[config.mk]
export PLATFORM = sky130hd
export DESIGN_NAME = dma_fatal_latch
export DESIGN_NICKNAME = d
export VERILOG_FILES = /design/src/rtl/dfl_pkg.sv /design/src/rtl/dfl_gate.sv /design/src/rtl/dfl_outstanding.sv /design/src/rtl/dfl_fault_capture.sv /design/src/rtl/dma_fatal_latch.sv
export SDC_FILE = /design/constraint.sdc
export NUM_CORES = 1
export LEC_CHECK = 0
export ABC_AREA = 1
export BUFFER_PORTS_ARGS = -buffer_cell sky130_fd_sc_hd__buf_2
export CORE_UTILIZATION = 45
export CTS_CLUSTER_DIAMETER = 200
export DETAILED_ROUTE_END_ITERATION = 7
export PLACE_DENSITY = 0.78
export SLEW_MARGIN = 20
export SYNTH_ARGS = -nofsm -noshare
export SYNTH_HDL_FRONTEND = slang
export SYNTH_SLANG_ARGS = --single-unit
export TNS_END_PERCENT = 100
[constraint.sdc]
create_clock -name clk -period 1.9 [get_ports clk]
set_input_delay 0.285 -clock clk [delete_from_list [all_inputs] [get_ports clk]]
set_output_delay 0.285 -clock clk [all_outputs]
set_load 0.005 [all_outputs]
[src/rtl/dfl_pkg.sv]
package dfl_pkg;

  typedef enum logic {
    FLT_OPEN    = 1'b0,
    FLT_LATCHED = 1'b1
  } flt_state_e;

  // Next occupancy of the outstanding-read counter.
  function automatic int unsigned occ_next(int unsigned cur, logic inc, logic dec);
    int unsigned v;
    v = cur;
    if (inc) v = v + 1;
    if (dec && (cur != 0)) v = v - 1;
    return v;
  endfunction

endpackage

[src/rtl/dfl_gate.sv]
module dfl_gate #(
  parameter int TAG_W = 6
) (
  input  logic             blocked,
  input  logic             full,
  input  logic             req_valid_in,
  input  logic [TAG_W-1:0] req_tag_in,
  input  logic             bus_req_ready,
  output logic             req_ready_out,
  output logic             bus_req_valid,
  output logic [TAG_W-1:0] bus_req_tag,
  output logic             issue
);
  logic open_w;

  assign open_w        = !blocked && !full;
  assign bus_req_valid = req_valid_in && open_w;
  assign req_ready_out = bus_req_ready && open_w;
  assign bus_req_tag   = req_tag_in;
  assign issue         = bus_req_valid && bus_req_ready;
endmodule

[src/rtl/dfl_outstanding.sv]
module dfl_outstanding #(
  parameter int MAX_OUT = 16,
  parameter int CNT_W   = $clog2(MAX_OUT + 1)
) (
  input  logic             clk,
  input  logic             rst_n,
  input  logic             clr,
  input  logic             issue,
  input  logic             done_beat,
  output logic [CNT_W-1:0] count,
  output logic             full
);
  import dfl_pkg::*;

  logic [CNT_W-1:0] count_q;

  always_ff @(posedge clk or negedge rst_n) begin
    if (!rst_n)   count_q <= '0;
    else if (clr) count_q <= '0;
    else          count_q <= CNT_W'(occ_next(32'(count_q), issue, done_beat));
  end

  assign count = count_q;
  assign full  = (count_q == CNT_W'(MAX_OUT));
endmodule

[src/rtl/dfl_fault_capture.sv]
module dfl_fault_capture #(
  parameter int TAG_W = 6
) (
  input  logic             clk,
  input  logic             rst_n,
  input  logic             soft_rst,
  input  logic             push_valid,
  input  logic             push_err,
  input  logic [TAG_W-1:0] push_tag,
  input  logic             irq_clr,
  output logic             err_evt,
  output logic             blocked,
  output logic             abort,
  output logic             irq_cause,
  output logic             stat_fatal,
  output logic [TAG_W-1:0] stat_tag
);
  import dfl_pkg::*;

  flt_state_e       state_q;
  logic             abort_q;
  logic             cause_q;
  logic             fatal_q;
  logic [TAG_W-1:0] tag_q;

  assign err_evt = push_valid && push_err && (state_q == FLT_OPEN) && !soft_rst;

  always_ff @(posedge clk or negedge rst_n) begin
    if (!rst_n) begin
      state_q <= FLT_OPEN;
      abort_q <= 1'b0;
    end else begin
      abort_q <= err_evt;
      if (soft_rst)     state_q <= FLT_OPEN;
      else if (err_evt) state_q <= FLT_LATCHED;
    end
  end

  always_ff @(posedge clk or negedge rst_n) begin
    if (!rst_n)       cause_q <= 1'b0;
    else if (err_evt) cause_q <= 1'b1;
    else if (irq_clr) cause_q <= 1'b0;
  end

  always_ff @(posedge clk or negedge rst_n) begin
    if (!rst_n) begin
      fatal_q <= 1'b0;
      tag_q   <= '0;
    end else if (err_evt) begin
      fatal_q <= 1'b1;
      tag_q   <= push_tag;
    end
  end

  assign blocked    = (state_q == FLT_LATCHED);
  assign abort      = abort_q;
  assign irq_cause  = cause_q;
  assign stat_fatal = fatal_q;
  assign stat_tag   = tag_q;
endmodule

[src/rtl/dma_fatal_latch.sv]
module dma_fatal_latch #(
  parameter int TAG_W   = 6,
  parameter int MAX_OUT = 16,
  localparam int CNT_W  = $clog2(MAX_OUT + 1)
) (
  input  logic             clk,
  input  logic             rst_n,
  input  logic             soft_rst,
  input  logic             req_valid_in,
  input  logic [TAG_W-1:0] req_tag_in,
  output logic             req_ready_out,
  output logic             bus_req_valid,
  output logic [TAG_W-1:0] bus_req_tag,
  input  logic             bus_req_ready,
  input  logic             push_valid,
  input  logic             push_err,
  input  logic [TAG_W-1:0] push_tag,
  output logic             abort_o,
  output logic [CNT_W-1:0] out_count,
  output logic             blocked_o,
  output logic             irq_cause,
  input  logic             irq_clr,
  output logic             stat_fatal,
  output logic [TAG_W-1:0] stat_tag
);
  // Internal events, named for the checker.
  logic err_evt;
  logic issue;
  logic full;
  logic cnt_clr;

  assign cnt_clr = soft_rst || err_evt;

  dfl_fault_capture #(.TAG_W(TAG_W)) u_fault (
    .clk        (clk),
    .rst_n      (rst_n),
    .soft_rst   (soft_rst),
    .push_valid (push_valid),
    .push_err   (push_err),
    .push_tag   (push_tag),
    .irq_clr    (irq_clr),
    .err_evt    (err_evt),
    .blocked    (blocked_o),
    .abort      (abort_o),
    .irq_cause  (irq_cause),
    .stat_fatal (stat_fatal),
    .stat_tag   (stat_tag)
  );

  dfl_gate #(.TAG_W(TAG_W)) u_gate (
    .blocked       (blocked_o),
    .full          (full),
    .req_valid_in  (req_valid_in),
    .req_tag_in    (req_tag_in),
    .bus_req_ready (bus_req_ready),
    .req_ready_out (req_ready_out),
    .bus_req_valid (bus_req_valid),
    .bus_req_tag   (bus_req_tag),
    .issue         (issue)
  );

  dfl_outstanding #(.MAX_OUT(MAX_OUT), .CNT_W(CNT_W)) u_occ (
    .clk       (clk),
    .rst_n     (rst_n),
    .clr       (cnt_clr),
    .issue     (issue),
    .done_beat (push_valid),
    .count     (out_count),
    .full      (full)
  );
endmodule

==> summary.md, run 1 <==
| Metric | Value |
|---|---|
| Area of the multi-input gates | 444.2 um^2 |
| Cells taking the most area after synthesis | sky130_fd_sc_hd__dfrtp_1 (41%), sky130_fd_sc_hd__nand2_1 (15%), sky130_fd_sc_hd__inv_1 (7.0%) |
| Number of synthesized register bits | 15 |
| Final period util | 94.47% |
| Capturing element type of the critical path | register |
| Worst Setup Start Kind | register |
| Routed vias | 823 |
| Fraction of layout cells with a size suffix above 1 | 39.19% |
| Met1 layer usage reported by global route | 26.15% |
| Vias in the first global route | 795 |
| Total number of H-tree levels | 1 |
| Origin of the critical flop-to-flop path | u_occ.count[1]$_DFF_PN0_ |
| Largest clock skew in the final design | 0.005330 ns |
| Die outline width | 46.90 um |
| Maximum fanout along the worst path | 4 |
| Core Footprint | 1802 um^2 |
| Overflow after GRT | 0 |
| Endpoint required time on the critical path | 2.09 ns |
| Worst setup path class | register to register |
| Share of synthesized flip-flops with an asynchronous set or reset | 100.0% |
| Number of buffers inserted during clock tree synthesis | 3 |
| Family of cells with the greatest summed delay on the critical path | simple AND/OR/NAND/NOR gates |
| Prevailing post-synth register cell | sky130_fd_sc_hd__dfrtp_1 |
| Critical hold path startpoint | push_tag[3] |
| First-pass GRT wire length | 3222 um |
| Post-synth top area share | 41.38% |
| Largest stage delay on the critical path | 0.37 ns |
| Routed len/inst | 11.66 um |
| Die Area | 2199 um^2 |
| # DRC | 0 |
| Final hold slack | 0.1871 ns |
| Netlist area before placement | 907.1 um^2 |
| Path depth of the worst reg2reg path | 15 |
| Synthesized net count | 138 |
| Global placer's final weighted congestion | 0.9220 |
| Slowest cell on the critical path | sky130_fd_sc_hd__dfrtp_1 |
| Yosys top cell by area | sky130_fd_sc_hd__dfrtp_1 |
| Antenna fix cells | 0 |
| Final standard cell area without fillers | 1139 um^2 |
| Cell-by-cell trace of the critical path | inv_1, ha_4, nand3_4, nand3_2, nor2_4, nand2_1, nand2_2, inv_1, ha_1, inv_1, nor2_2, nand3_2, nand2_1, nand2_1, nor2_1 |
| Max_slew headroom | 78.06% |
| Buffer cell driving the clock tree root | sky130_fd_sc_hd__clkbuf_4 |
| Worst Hold Path Cells | 3 |
| Max Cap Violations | 0 |
| Clock latency on the worst-skew pair | 0.29 ns |
| Part of the Yosys area used for sequential elements | 41.38% |
| Endpoint arrival time on the critical path | 1.99 ns |
| Layout overhead on the synthesized area | 25.52% |
| Clock slew seen by the registers of the worst setup and hold paths | 0.10 ns |
| Number of endpoints with negative hold slack in the final report | 0 |
| Most frequently used cell type in the post-synthesis netlist | sky130_fd_sc_hd__nand2_1 |
| Fin crit period | 1.795 ns |
| Synthesis warning total | 0 |
| Detailed Route Iter0 Violations | 24 |
| Number of nets in the layout | 172 |
| Filler cell count in the final layout | 161 |
| CTS max path bufs | 2 |
| Number of sinks on the clock net | 15 |
| Vertical die dimension | 46.90 um |
| Maximum frequency from static timing analysis | 0.5571 GHz |
| Synth top cells by count | sky130_fd_sc_hd__nand2_1 (37), sky130_fd_sc_hd__inv_1 (17), sky130_fd_sc_hd__dfrtp_1 (15) |
| TritonCTS clock tree | done |
| Largest net degree at the start of global routing | 16 |
| Maximum VDD drop | 0.6099 mV |
| Final setup violating endpoints | 0 |
| Final core utilization | 63.19% |
| Buffering stage count on the worst path with inverters included | 3 |
| Worst reg2reg setup slack | 0.11 ns |
| DP Area | 1066 um^2 |
| Initial core utilization | 50.35% |
| Routed wire length | 2018 um |
| Global route hottest layer | met2 |
| Outcome | finished, final reports clean |
| Distinct cell type count of the synthesized netlist | 20 |
| Hold Crit Class | input pin to register |
| Post-Syn Area per Cell | 7.888 um^2 |
| Initial DRT Pass Iterations | 4 |
| Post-layout total power | 1.056 mW |
| Number of enable-type register cells in the synthesized netlist | 0 |
| Post-route ant nets | 0 |
| Number of placed I/O pins | 43 |
| Pin slew with the least headroom to its limit | 0.3290 ns |
| Final number of max-transition violations | 0 |
| Sink of the worst hold path | u_fault.stat_tag[3]$_DFFE_PN0P_ |
| Port Buffers | 30 |
| Storage element area | 375.4 um^2 |
| Met3 usage | 4.231% |
| GR Util All Layers | 20.75% |
| Sum of negative setup slack | 0 ns |
| Cells after Synth | 115 |
| Met2 Usage GRT | 36.39% |
| Reg2reg end | u_occ.count[4]$_DFF_PN0_ |
| Vias per cell | 4.757 |
| Number of placement rows | 15 |
| Pwr per Cell Area | 927.8 nW/um^2 |
| Number of antenna violations at the first check in global routing | 0 |
| Post-detailed-placement half-perimeter wirelength | 1504 um |
| Static leakage | 0.6407 nW |
==> worst min-delay path: cells and delay by family <==
kind                   cells  cell delay (ns)
buffers and inverters      1             0.07
and+or+nand+nor            2             0.09
==> kinds of logic after synthesis <==
| logic type | after synthesis | share of synthesized area [%] |
|---|---|---|
| buffers and inverters | 24 | 12.41 |
| flip-flops | 15 | 41.38 |
| XOR/XNOR | 3 | 2.897 |
| AND/OR/NAND/NOR | 63 | 34.62 |
| adder cells (fa/ha/maj) | 3 | 4.138 |
| AO/OA/AOI/OAI | 7 | 4.552 |
==> repair_timing <==
action | 4_1_cts | 5_1_grt
gates resized for setup | 1 | 6
hold buffers | 1 | 0
endpoints found under the setup margin | 1 | 3
gates cloned | 0 | 0
hold endpoints to repair | 15 | 0
pin swaps | 0 | 2
buffers inserted | 0 | 1
==> worst max path at each step <==
stage / startpoint / end / cells past startpoint
6_report: u_occ.count[1]$_DFF_PN0_ / u_occ.count[4]$_DFF_PN0_ / 15
5_1_grt: u_occ.count[1]$_DFF_PN0_ / u_occ.count[4]$_DFF_PN0_ / 15
4_1_cts: u_occ.count[1]$_DFF_PN0_ / u_occ.count[4]$_DFF_PN0_ / 15
3_5_place_dp: u_occ.count[1]$_DFF_PN0_ / u_occ.count[4]$_DFF_PN0_ / 15
3_3_place_gp: u_occ.count[1]$_DFF_PN0_ / u_occ.count[4]$_DFF_PN0_ / 15
2_1_floorplan: u_occ.count[0]$_DFF_PN0_ / u_occ.count[4]$_DFF_PN0_ / 15
==> area by class of cell <==
class	count	area share (%)
multi-input combinational	76	39.01
inverter	18	5.934
tap	25	2.747
clock inverter	1	0.6593
timing repair buffer	35	16.70
sequential	15	32.97
clock buffer	3	1.978
==> registers in the layout, indices dropped and copies added (netlist names) <==
name and cells:
u_fault.blocked 1, u_fault.irq_cause 1, u_fault.abort 1, u_occ.count 5, u_fault.stat_tag 6, u_fault.stat_fatal 1
==> per-layer routing <==
layer,vias up,wire (um),part of all wire [%]
met1,377,849,42
li1,410,-,-
met5,-,0,0
met4,0,8,0.40
met3,2,121,6.0
met2,34,1038,51
==> through the flow <==
step,setup slack [ns],cells
global placement,0.1188,167
global route,-0.01773,173
detailed placement,0.01084,167
finish,0.1051,173
floorplan,0.1267,115
CTS,0.009030,172
==> where the power goes <==
group / switching, mW / internal, mW
sequential: 0.0388 / 0.369
combinational: 0.264 / 0.190
clock: 0.114 / 0.0800
==> layout by cell type, fill, tap and decap left out <==
cell type / instances
sky130_fd_sc_hd__nand2_1: 36
sky130_fd_sc_hd__buf_2: 30
sky130_fd_sc_hd__inv_1: 16
sky130_fd_sc_hd__dfrtp_1: 15
sky130_fd_sc_hd__nor2_1: 6
sky130_fd_sc_hd__nor2_2: 6
sky130_fd_sc_hd__nand3_1: 5
sky130_fd_sc_hd__buf_4: 4
sky130_fd_sc_hd__nand2_2: 3
sky130_fd_sc_hd__xor2_1: 3
sky130_fd_sc_hd__a21oi_1: 3
sky130_fd_sc_hd__clkbuf_4: 3
sky130_fd_sc_hd__inv_2: 2
sky130_fd_sc_hd__nor2_4: 2
sky130_fd_sc_hd__nand3_2: 2
sky130_fd_sc_hd__o21ai_0: 2
sky130_fd_sc_hd__ha_1: 2
sky130_fd_sc_hd__nand3_4: 1
sky130_fd_sc_hd__nand4_4: 1
sky130_fd_sc_hd__o21ai_2: 1
sky130_fd_sc_hd__o211ai_1: 1
sky130_fd_sc_hd__or2_2: 1
sky130_fd_sc_hd__ha_4: 1
sky130_fd_sc_hd__clkinvlp_4: 1
sky130_fd_sc_hd__dlygate4sd3_1: 1
No activity file was read; power rests on OpenSTA's default activity.
==> inputs of run 2 (changes only) <==
--- a/config.mk
+++ b/config.mk
@@ -10,6 +10,7 @@
 export CORE_UTILIZATION = 45
 export CTS_CLUSTER_DIAMETER = 200
 export DETAILED_ROUTE_END_ITERATION = 7
+export MAX_ROUTING_LAYER = met4
 export PLACE_DENSITY = 0.78
 export SLEW_MARGIN = 20
 export SYNTH_ARGS = -nofsm -noshare
==> run 2 against run 1 <==
Against the previous run:
- critical path depth is the same
- register-to-register slack lost 0.06 ns
- sequential share of layout area shrank 0.85 points
- sequential cell count stayed put
- total power up 4.1%
- via count rose by 0.73%
- final cell count rose by 0.58%
- clock skew fell by 0.0012 ns
- critical path type unchanged
==> summary.md, run 2 (synthesis results as in run 1) <==
| Metric | Value |
|---|---|
| Routed len/inst | 11.65 um (-0.13%) |
| Wire length on met1 | 868 um (+2.2%) |
| Overflow after GRT | 0 (unchanged) |
| Number of buffers inserted during clock tree synthesis | 3 (unchanged) |
| Met2 routed WL | 993 um (-4.3%) |
| Top routing layer used | met4 |
| Detailed Route Iter0 Violations | 35 (+46%) |
| First-pass GRT wire length | 2987 um (-7.3%) |
| Number of endpoints with negative hold slack in the final report | 0 (unchanged) |
| Buffer cell driving the clock tree root | sky130_fd_sc_hd__clkbuf_4 |
| Worst Setup Start Kind | register |
| Finished Layout Cells | 174 (+0.58%) |
| Global placer's final weighted congestion | 0.9394 (+1.9%) |
| Clock latency on the worst-skew pair | 0.28 ns (about the same) |
| Post-detailed-placement half-perimeter wirelength | 1492 um (-0.78%) |
| Outcome | finished, final reports clean |
| Internal power summed over all cells | 662.2 uW (+3.5%) |
| Number of antenna violations at the first check in global routing | 0 (unchanged) |
| Total number of H-tree levels | 1 (unchanged) |
| Final number of max-transition violations | 0 (unchanged) |
| Filler cell count in the final layout | 158 (-1.9%) |
| Maximum frequency from static timing analysis | 0.5384 GHz (-3.4%) |
| Vias in the first global route | 755 (-5.0%) |
| Sequential group share of total power | 37.4% (-1.2 points) |
| Number of sinks on the clock net | 15 (unchanged) |
| Final setup violating endpoints | 0 (unchanged) |
| Final core utilization | 64.86% (+1.7 points) |
| Vertical die dimension | 46.90 um (unchanged) |
| Max FFs per register | 6 (unchanged) |
| Capturing element type of the critical path | register |
| Max Cap Violations | 0 (unchanged) |
| Maximum VDD drop | 0.7816 mV (+28%) |
| Family of cells with the greatest summed delay on the critical path | simple AND/OR/NAND/NOR gates |
| Layout overhead on the synthesized area | 28.83% |
| Static leakage | 0.6463 nW (+0.88%) |
| Antenna fix cells | 0 (unchanged) |
| Endpoint required time on the critical path | 2.08 ns (about the same) |
| Sum of negative setup slack | 0 ns (unchanged) |
| Fraction of layout cells with a size suffix above 1 | 41.61% (+2.4 points) |
| Fin crit period | 1.857 ns (+0.06258 ns) |
| Initial core utilization | 50.35% (unchanged) |
| Clock slew seen by the registers of the worst setup and hold paths | 0.10 ns (about the same) |
| Switch Pwr | 437.9 uW (+5.1%) |
| Max_slew headroom | 78.08% (about the same) |
| Slowest cell on the critical path | sky130_fd_sc_hd__dfrtp_1 |
| Number of placement rows | 15 (unchanged) |
| Core Footprint | 1802 um^2 (unchanged) |
| Final period util | 97.76% (+3.3 points) |
| # DRC | 0 (unchanged) |
| Worst setup path class | register to register |
| Die Area | 2199 um^2 (unchanged) |
| Die outline width | 46.90 um (unchanged) |
| Post-route ant nets | 0 (unchanged) |
| Placed insts | 167 (unchanged) |
| Endpoint arrival time on the critical path | 2.04 ns (+0.05 ns) |
| Number of nets in the layout | 173 (+0.58%) |
| Pwr per Cell Area | 941.4 nW/um^2 (+1.5%) |
| Maximum fanout along the worst path | 4 (unchanged) |
| Share of power burned in combinational logic | 45.2% (+2.2 points) |
| Vias per cell | 4.764 (+0.15%) |
| Post-layout total power | 1.100 mW (+4.1%) |
| Most common library cell in the layout ignoring fill and taps | sky130_fd_sc_hd__nand2_1 |
| Clock network power share | 17.4% (-1.0 points) |
| Post-Place Worst Slack | 0.01884 ns (+0.008001 ns) |
| Routed wire length | 2027 um (+0.45%) |
| Largest clock skew in the final design | 0.004114 ns (-0.001216 ns) |
| Hold Crit Class | input pin to register |
| Largest net degree at the start of global routing | 16 (unchanged) |
| Total met3 wirelength after detailed routing | 128 um (+5.8%) |
| TritonCTS clock tree | done |
| Pin slew with the least headroom to its limit | 0.3288 ns (-0.0002600 ns) |
| Routed vias | 829 (+0.73%) |
| GR Util All Layers | 19.83% (-0.92 points) |
| Area of the multi-input gates | 466.7 um^2 (+5.1%) |
| CTS max path bufs | 2 (unchanged) |
| Buffering stage count on the worst path with inverters included | 3 (unchanged) |
| Net switching fraction of the power | 39.80% (+0.37 points) |
| Storage element area | 375.4 um^2 (unchanged) |
| Cell-by-cell trace of the critical path | inv_2, ha_4, nand3_4, nand3_4, nor2_4, nand2_1, nand2_2, inv_2, ha_4, inv_2, nor2_4, nand3_2, nand2_1, nand2_1, nor2_1 |
| Port Buffers | 30 (unchanged) |
| Largest stage delay on the critical path | 0.43 ns (+0.06 ns) |
| Final critical-path setup slack | 0.04252 ns (-0.06258 ns) |
| Number of placed I/O pins | 43 (unchanged) |
| Initial DRT Pass Iterations | 4 (unchanged) |
| Most frequent cells in the layout | sky130_fd_sc_hd__nand2_1 (36), sky130_fd_sc_hd__buf_2 (30), sky130_fd_sc_hd__dfrtp_1 (15) |
## run 2: cell types whose count changed in the layout (fill, tap and decap cells not counted), sizes merged
cell / previous run / this run
buf: 34 / 35
## run 2: power by group through the flow
stage / Clock (mW) / Sequential [mW] / Combinational (mW)
2_1_floorplan: 0 / 0.424 / 0.258
3_3_place_gp: 0 / 0.412 / 0.389
3_5_place_dp: 0 / 0.412 / 0.405
4_1_cts: 0.188 / 0.406 / 0.408
5_1_grt: 0.201 / 0.418 / 0.555
6_report: 0.191 / 0.411 / 0.497
## run 2: what timing repair did
item | in CTS | in global routing
setup endpoints to repair | 0 | 3
resized for setup | 0 | 13
hold buffers | 1 | 0
hold endpoints to repair | 15 | 0
setup buffers | 0 | 2
## run 2: stage by stage
| step | cell area, um^2 | hold WS [ns] |
|---|---|---|
| finish | 1169 | 0.1941 |
| global route | 1169 | 0.1917 |
| CTS | 1106 | 0.1957 |
| detailed placement | 1066 | 0.2039 |
| global placement | 1066 | 0.2015 |
| floorplan | 907.1 | -0.01059 |
## run 2: tightest hold or removal path, stage by stage
cell                      delay (ns)
sky130_fd_sc_hd__buf_2          0.07
sky130_fd_sc_hd__nand2_1        0.04
sky130_fd_sc_hd__nand2_1        0.05
## run 2: cell type report
type / count / share of cell area, %
clock buffers: 3 / 1.927
clock inverters: 1 / 0.6424
inverters: 18 / 5.782
multi-input cells: 76 / 39.94
flip-flops and latches: 15 / 32.12
well taps: 25 / 2.677
repair buffers: 36 / 16.92
## run 2: per-layer routing
layer | up-vias | GRT usage, %
met5 | - | -
met4 | 0 | 4.571
met3 | 6 | 3.846
met2 | 41 | 33.89
met1 | 369 | 24.15
li1 | 413 | -
## run 2: path summary, 6_finish.rpt
check / endpoint / cells past startpoint / from / slack, ns
max: u_occ.count[4]$_DFF_PN0_ / 15 / u_occ.count[1]$_DFF_PN0_ / 0.04
min: u_fault.stat_tag[3]$_DFFE_PN0P_ / 3 / push_tag[3] / 0.19
max reg2reg: u_occ.count[4]$_DFF_PN0_ / 15 / u_occ.count[1]$_DFF_PN0_ / 0.04
min reg2reg: u_fault.stat_tag[0]$_DFFE_PN0P_ / 2 / u_fault.stat_tag[0]$_DFFE_PN0P_ / 0.48
max in group asynchronous: u_occ.count[2]$_DFF_PN0_ / 2 / rst_n / 1.23
min in group asynchronous: u_fault.stat_tag[0]$_DFFE_PN0P_ / 2 / rst_n / 0.43
==> inputs of run 3 (changes only) <==
--- a/config.mk
+++ b/config.mk
@@ -11,7 +11,7 @@
 export CTS_CLUSTER_DIAMETER = 200
 export DETAILED_ROUTE_END_ITERATION = 7
 export MAX_ROUTING_LAYER = met4
-export PLACE_DENSITY = 0.78
+export PLACE_DENSITY = 0.88
 export SLEW_MARGIN = 20
 export SYNTH_ARGS = -nofsm -noshare
 export SYNTH_HDL_FRONTEND = slang
==> run 3 against run 2 <==
Against the previous run:
- hold slack got worse by 0.019 ns
- combinational power decreased by 6.2%
- core utilization increased by 0.070 points
==> summary.md, run 3 (synthesis results as in run 1) <==
| Metric | Value |
|---|---|
| Outcome | finished, final reports clean |
| Capturing element type of the critical path | register |
| Number of antenna violations at the first check in global routing | 0 (unchanged) |
| Fin crit period | 1.794 ns (-0.06323 ns) |
| Initial DRT Pass Iterations | 4 (unchanged) |
| Routed len/inst | 10.95 um (-6.0%) |
| TritonCTS clock tree | done |
| Post-route ant nets | 0 (unchanged) |
| Maximum VDD drop | 0.6210 mV (-21%) |
| Die outline width | 46.90 um (unchanged) |
| Detailed Route Iter0 Violations | 10 (-71%) |
| Net switching fraction of the power | 38.92% (-0.88 points) |
| Sequential group share of total power | 39.0% (+1.6 points) |
| Pwr per Cell Area | 912.8 nW/um^2 (-3.0%) |
| Worst reg2reg setup slack | 0.11 ns (+0.06 ns) |
| Filler cell count in the final layout | 176 (+11%) |
| Hold Crit Class | input pin to register |
| Routed vias | 824 (-0.60%) |
| Number of buffers inserted during clock tree synthesis | 3 (unchanged) |
| Core Footprint | 1802 um^2 (unchanged) |
| Total number of H-tree levels | 1 (unchanged) |
| GR Util All Layers | 21.30% (+1.5 points) |
| Antenna fix cells | 0 (unchanged) |
| Vertical die dimension | 46.90 um (unchanged) |
| Vias per cell | 4.682 (-1.7%) |
| Number of sinks on the clock net | 15 (unchanged) |
| # DRC | 0 (unchanged) |
| Number of endpoints with negative hold slack in the final report | 0 (unchanged) |
| Final number of max-transition violations | 0 (unchanged) |
| Max Cap Violations | 0 (unchanged) |
| CTS max path bufs | 2 (unchanged) |
| Final setup violating endpoints | 0 (unchanged) |
| Endpoint arrival time on the critical path | 1.97 ns (-0.07 ns) |
| Fraction of layout cells with a size suffix above 1 | 43.05% (+1.4 points) |
| Max_slew headroom | 78.30% (+0.22 points) |
| Final period util | 94.43% (-3.3 points) |
| Finished Layout Cells | 176 (+1.1%) |
| Initial core utilization | 50.35% (unchanged) |
| Clock latency on the worst-skew pair | 0.29 ns (about the same) |
| Largest net degree at the start of global routing | 16 (unchanged) |
| Switch Pwr | 415.6 uW (-5.1%) |
| Most common library cell in the layout ignoring fill and taps | sky130_fd_sc_hd__nand2_1 |
| Most frequent cells in the layout | sky130_fd_sc_hd__nand2_1 (36), sky130_fd_sc_hd__buf_2 (30), sky130_fd_sc_hd__inv_1 (14), sky130_fd_sc_hd__dfrtp_1 (14) |
| Largest clock skew in the final design | 0.002769 ns (-0.001345 ns) |
| Number of nets in the layout | 175 (+1.2%) |
| Port Buffers | 30 (unchanged) |
| Number of placed I/O pins | 43 (unchanged) |
| Placed insts | 168 (+0.60%) |
| Post-layout total power | 1.068 mW (-2.9%) |
| Global placer's final weighted congestion | 0.8680 (-7.6%) |
| Endpoint required time on the critical path | 2.07 ns (about the same) |
| Layout overhead on the synthesized area | 28.97% |
| Buffer cell driving the clock tree root | sky130_fd_sc_hd__clkbuf_4 |
| Die Area | 2199 um^2 (unchanged) |
| Clock network power share | 17.4% (about the same) |
| Number of placement rows | 15 (unchanged) |
| Overflow after GRT | 0 (unchanged) |
| Post-detailed-placement half-perimeter wirelength | 1556 um (+4.3%) |
| Internal power summed over all cells | 652.2 uW (-1.5%) |
| Routed wire length | 1927 um (-4.9%) |
| Maximum frequency from static timing analysis | 0.5573 GHz (+3.5%) |
| Max FFs per register | 6 (unchanged) |
| First-pass GRT wire length | 3167 um (+6.0%) |
| Maximum fanout along the worst path | 3 (-1) |
| Static leakage | 0.6565 nW (+1.6%) |
| Share of power burned in combinational logic | 43.6% (-1.6 points) |
| Worst Setup Start Kind | register |
| Final hold slack | 0.1751 ns (-0.01897 ns) |
| Clock slew seen by the registers of the worst setup and hold paths | 0.09 ns (about the same) |
| Worst setup path class | register to register |
| Pin slew with the least headroom to its limit | 0.3254 ns (-0.003346 ns) |
| Vias in the first global route | 806 (+6.8%) |
-- run 3: per-stage QoR --
step           setup slack [ns]  setup TNS [ns]  util [%]  instance area, um^2
2_1_floorplan            0.1267               0         -                907.1
3_3_place_gp             0.1244               0     59.58                 1074
3_5_place_dp           -0.02749        -0.02749     59.58                 1074
4_1_cts                 0.01094               0     62.22                 1121
5_1_grt               -0.005331       -0.005331     64.93                 1170
6_report                 0.1057               0     64.93                 1170
-- run 3: path summary, 6_finish.rpt --
check,from,to,cells after the start
hold / removal,soft_rst,u_fault.blocked$_DFFE_PN0N_,2
setup / recovery,u_occ.count[0]$_DFF_PN0_,u_occ.count[2]$_DFF_PN0_,14
hold reg to reg,u_fault.stat_fatal$_DFFE_PN0P_,u_fault.stat_fatal$_DFFE_PN0P_,1
max in group asynchronous,rst_n,u_occ.count[2]$_DFF_PN0_,2
setup reg to reg,u_occ.count[0]$_DFF_PN0_,u_occ.count[2]$_DFF_PN0_,14
min in group asynchronous,rst_n,u_fault.stat_tag[2]$_DFFE_PN0P_,2
-- run 3: cell type report --
type                    count  area (um^2)  share of cell area [%]
clock buffers               3        22.52                   1.925
clock inverters             1        5.005                  0.4278
inverters                  18        67.56                   5.775
multi-input cells          76        454.2                   38.82
flip-flops and latches     15        376.6                   32.19
well taps                  25        31.28                   2.674
repair buffers             38        212.7                   18.18
-- run 3: per-layer routing --
metal | GRT usage [%] | part of all wire, %
met4 | 7.429 | 0.93
met3 | 2.308 | 6.2
met5 | - | 0
met1 | 22.36 | 39
met2 | 40.56 | 54
-- run 3: worst max-delay path, stage by stage, from the launching register on --
cell	delay [ns]
sky130_fd_sc_hd__dfrtp_1	0.37
sky130_fd_sc_hd__inv_2	0.06
sky130_fd_sc_hd__ha_4	0.16
sky130_fd_sc_hd__nand3_4	0.10
sky130_fd_sc_hd__nand3_4	0.09
sky130_fd_sc_hd__nor2_4	0.13
sky130_fd_sc_hd__nand2_1	0.07
sky130_fd_sc_hd__nand2_2	0.08
sky130_fd_sc_hd__inv_1	0.05
sky130_fd_sc_hd__ha_1	0.20
sky130_fd_sc_hd__inv_2	0.07
sky130_fd_sc_hd__nor2_2	0.04
sky130_fd_sc_hd__buf_4	0.13
sky130_fd_sc_hd__nand2_1	0.06
sky130_fd_sc_hd__a21oi_1	0.06
-- run 3: repair_timing --
action                     in CTS  in global routing
gates cloned                    0                  0
gates resized for setup         1                 11
pin swaps                       0                  3
setup endpoints to repair       1                  3
hold buffers                    1                  0
setup buffers                   1                  2
hold endpoints to repair       15                  0
-- run 3: power groups by stage --
stage	sequential, mW	clock, mW	combinational (mW)
6_report	0.417	0.185	0.466
5_1_grt	0.423	0.209	0.522
4_1_cts	0.412	0.191	0.423
3_5_place_dp	0.420	0	0.406
3_3_place_gp	0.417	0	0.377
2_1_floorplan	0.424	0	0.258
